==> src/rtl/fp_bounce_detect.sv <==
module fp_bounce_detect #(
  parameter int EXP_W = 11,
  parameter int OP_W  = 3,
  parameter logic [EXP_W-1:0] SPECIAL_EXP   = 11'h47F,
  parameter logic [EXP_W-1:0] OVF_MARGIN_LO = 11'h47D,
  parameter logic [EXP_W-1:0] UNF_TOP       = 11'h380,
  parameter bit REG_OUT = 1'b1
) (
  input  logic             clk,
  input  logic             rst,
  input  logic             valid_i,
  input  logic [OP_W-1:0]  op_i,
  input  logic [EXP_W-1:0] exp_i,
  output logic             bounce_o,
  output logic [1:0]       reason_o
);

  localparam logic [OP_W-1:0] OP_NARROW = OP_W'(4);
  localparam logic [1:0] RSN_NONE = 2'b00;
  localparam logic [1:0] RSN_OVF  = 2'b01;
  localparam logic [1:0] RSN_UNF  = 2'b10;
  localparam logic [1:0] RSN_SPEC = 2'b11;

  wire is_narrow = valid_i && (op_i == OP_NARROW);
  wire at_spec   = (exp_i == SPECIAL_EXP);
  wire above     = (exp_i >  SPECIAL_EXP);
  wire margin    = (exp_i >= OVF_MARGIN_LO) && (exp_i < SPECIAL_EXP);
  wire under     = (exp_i <= UNF_TOP);

  logic [1:0] reason_d;
  always_comb begin
    reason_d = RSN_NONE;
    if (is_narrow) begin
      if (at_spec)              reason_d = RSN_SPEC;
      else if (above || margin) reason_d = RSN_OVF;
      else if (under)           reason_d = RSN_UNF;
    end
  end

  generate
    if (REG_OUT) begin : g_reg
      logic [1:0] reason_q;
      always_ff @(posedge clk) begin
        if (rst) reason_q <= RSN_NONE;
        else     reason_q <= reason_d;
      end
      assign reason_o = reason_q;
      assign bounce_o = |reason_q;
    end else begin : g_comb
      logic unused_clk;
      assign unused_clk = clk ^ rst;
      assign reason_o = rst ? RSN_NONE : reason_d;
      assign bounce_o = |reason_o;
    end
  endgenerate

endmodule


==> config.mk <==
export PLATFORM = sky130hd
export DESIGN_NAME = fp_bounce_detect
export DESIGN_NICKNAME = d
export VERILOG_FILES = /design/src/rtl/fp_bounce_detect.sv
export SDC_FILE = /design/constraint.sdc
export NUM_CORES = 1
export LEC_CHECK = 0
export ABC_CLOCK_PERIOD_IN_PS = 2500
export CORE_AREA = 2 2 39 41
export CTS_CLUSTER_DIAMETER = 50
export DETAILED_ROUTE_END_ITERATION = 10
export DIE_AREA = 0 0 41 43
export GPL_ROUTABILITY_DRIVEN = 1
export MAX_ROUTING_LAYER = met4
export PLACE_DENSITY = 0.5
export SYNTH_ARGS = -nofsm -noshare
export SYNTH_HDL_FRONTEND = slang
export SYNTH_SLANG_ARGS = --single-unit
==> constraint.sdc <==
create_clock -name clk -period 2.5 [get_ports clk]
set_clock_uncertainty 0.05 [all_clocks]
set_input_delay 0.25 -clock clk [delete_from_list [all_inputs] [get_ports clk]]
set_output_delay 0.25 -clock clk [all_outputs]
set_load 0.05 [all_outputs]
==> impl_metrics.py <==
metrics = {
    "sta": {
        "hold_viol": 0,
        "worst_pin_slew_ps": 488,
        "setup_tns_ps": 0,
        "holdWs_ps": 599,
        "fin_crit_ps": 1790,
        "slew_viol_final": 0,
        "finalCritPeriodShare_pct": 71.7,
        "relSlewSlack_pct": 67.3,
        "grt_setup_unrepaired": "false",
        "setup_viol": 0,
        "fin_ws_ps": 707,
        "fmax_mhz": 558,
    },
    "critical_path": {
        "cp_max_fo": 2,
        "cp_num_buf_inv": 1,
        "end_kind": "output pin",
        "critPathSlowestCell": "clkdlybuf4s50_1",
        "slowest_delay_ps": 700,
        "critPathArrivalTime_ps": 1490,
        "crit_chain": "or2_2 > clkdlybuf4s50_1",
        "worst_path_dominant_cell_family": "buffers and inverters",
        "cp-start-kind": "flip-flop",
        "required_ps": 2200,
        "crit_type": "reg -> out",
    },
    "logic_synthesis": {
        "synth_edf_count": 0,
        "ys_seq_area_share_pct": 26.4,
        "synth-async-reset-ratio_pct": 0,
        "syn-cell-area_um2": 151,
        "netlist_top_cells_count": "nand2_1 (4), or4_1 (3), a21oi_1 (2), dfxtp_1 (2), nor2_1 (2)",
        "ys_ff_latch": 2,
        "synth_flop_cell": "dfxtp_1",
        "syn_nets": 38,
        "yosysMostFrequentCell": "nand2_1",
        "netlist.area_leader.share_pct": 26.4,
        "ys_warn_count": 0,
        "syn_avg_cell_area_um2": 7.21,
        "synth_area_leader_cell": "dfxtp_1",
        "ys_top_cells_by_area": "dfxtp_1 (26%), or4_1 (15%), nand2_1 (9.9%)",
        "syn_inst": 21,
        "synth.distinct_cells": 13,
    },
    "finish": {
        "drive_above_1_share_pct": 14.0,
        "largest_reg_flops": 2,
        "fin_nets": 62,
        "area_delta_synth_final_pct": 154,
        "fin_util_pct": 27.8,
        "diodes": 0,
    },
    "global_routing": {
        "grt_usage_pct": 8.21,
        "grt_max_degree": 4,
        "grt_pass1_wl_um": 959,
        "antenna_found_initial": 0,
        "grt_pass1_vias": 262,
        "overflow": 0,
    },
    "pwr": {
        "p_leak_nw": 0.136,
        "p_total_mw": 0.143,
        "power_density_mw_per_mm2": 372,
        "irDropWorstVdd_mv": 0.0724,
    },
    "clock_tree": {
        "ctsHoldBuffers": 0,
        "clock-sinks": 2,
        "postCtsSetupBuffers": 0,
        "cts_made_buffers": 3,
        "cts_tree": "done",
        "post_cts_resized": 0,
        "clkTransAtPathRegs_ps": 30,
        "htreeDepth": 1,
        "root_buffer": "clkbuf_4",
        "clock_path_buffers": 2,
    },
    "route": {
        "drc": 0,
        "antenna_left": 0,
        "routed_wl_um": 495,
        "routed_via_density": 4.08,
        "firstDrtPassIters": 4,
        "drt_iter0_markers": 2,
        "wl_per_cell_um": 8.39,
        "vias": 241,
    },
    "floorplan": {
        "dieArea_mm2": 0.00176,
        "top_level_ports": 20,
        "initial_core_util_pct": 10.9,
        "core_area_mm2": 0.00138,
        "fp-row-count": 14,
        "die_w_um": 41,
        "die_y_um": 43,
    },
    "status": {
        "status": "finished, final reports clean",
    },
    "placed_design": {
        "post-dp-hpwl_um": 444,
        "port_buffers": 19,
        "dp_slack_ps": 687,
        "place.gp.congestion": 0.666,
    },
    "job": {
        "max-cap-violations": 0,
    },
    "hold_path": {
        "min_path_type": "in -> reg",
    },
}
[layer usage]
metal / track usage [%] / share of wire [%] / up-vias
met1: 7.99 / 34 / 103
li1: - / - / 126
met3: 4.71 / 11 / 0
met4: 4.00 / 0 / 0
met5: - / 0 / -
met2: 12.5 / 55 / 12
[logic make-up (layout without fill, tap and decap cells)]
kind of cell	Yosys count	in the layout	share of synthesized area (%)
buffers and inverters	0	22	0
DFF	2	2	26.4
AOI/OAI and AO/OA	3	3	10.7
and+or+nand+nor	16	16	62.8
[through the flow]
| step | instance area [µm²] | cells |
|---|---|---|
| global placement | 362 | 56 |
| global route | 384 | 59 |
| floorplan | 151 | 21 |
| detailed placement | 362 | 56 |
| finish | 384 | 59 |
| CTS | 384 | 59 |
[placed cells by master, fill, tap and decap left out]
master,netlist,final
or2_2,1,1
or3_4,1,1
clkbuf_4,0,3
nand3_1,1,1
clkdlybuf4s50_1,0,19
dfxtp_1,2,2
or4b_2,1,1
nand4_1,1,1
o22ai_1,1,1
nor4_1,1,1
a21oi_1,2,2
nor2_1,2,2
nand2_1,4,4
nor3_1,1,1
or4_1,3,3
[report_power, final]
group          leakage (nW)  switching [mW]  internal [mW]
sequential           0.0161        0.000107         0.0325
clock                0.0138          0.0193         0.0530
combinational         0.106          0.0116         0.0264
[final cells by class]
class / instances / area (µm²)
clock buffer: 3 / 22.5
fill: 160 / 1000
multi-input combinational: 19 / 111
sequential: 2 / 40.0
tap: 16 / 20.0
timing repair buffer: 19 / 190
[final timing paths]
check              startpoint     endpoint  slack [ps]  cells past startpoint
hold / removal      exp_i[10]  reason_o[0]         600                      3
setup / recovery  reason_o[1]     bounce_o         710                      2
Power figures use the tool's default switching activity.
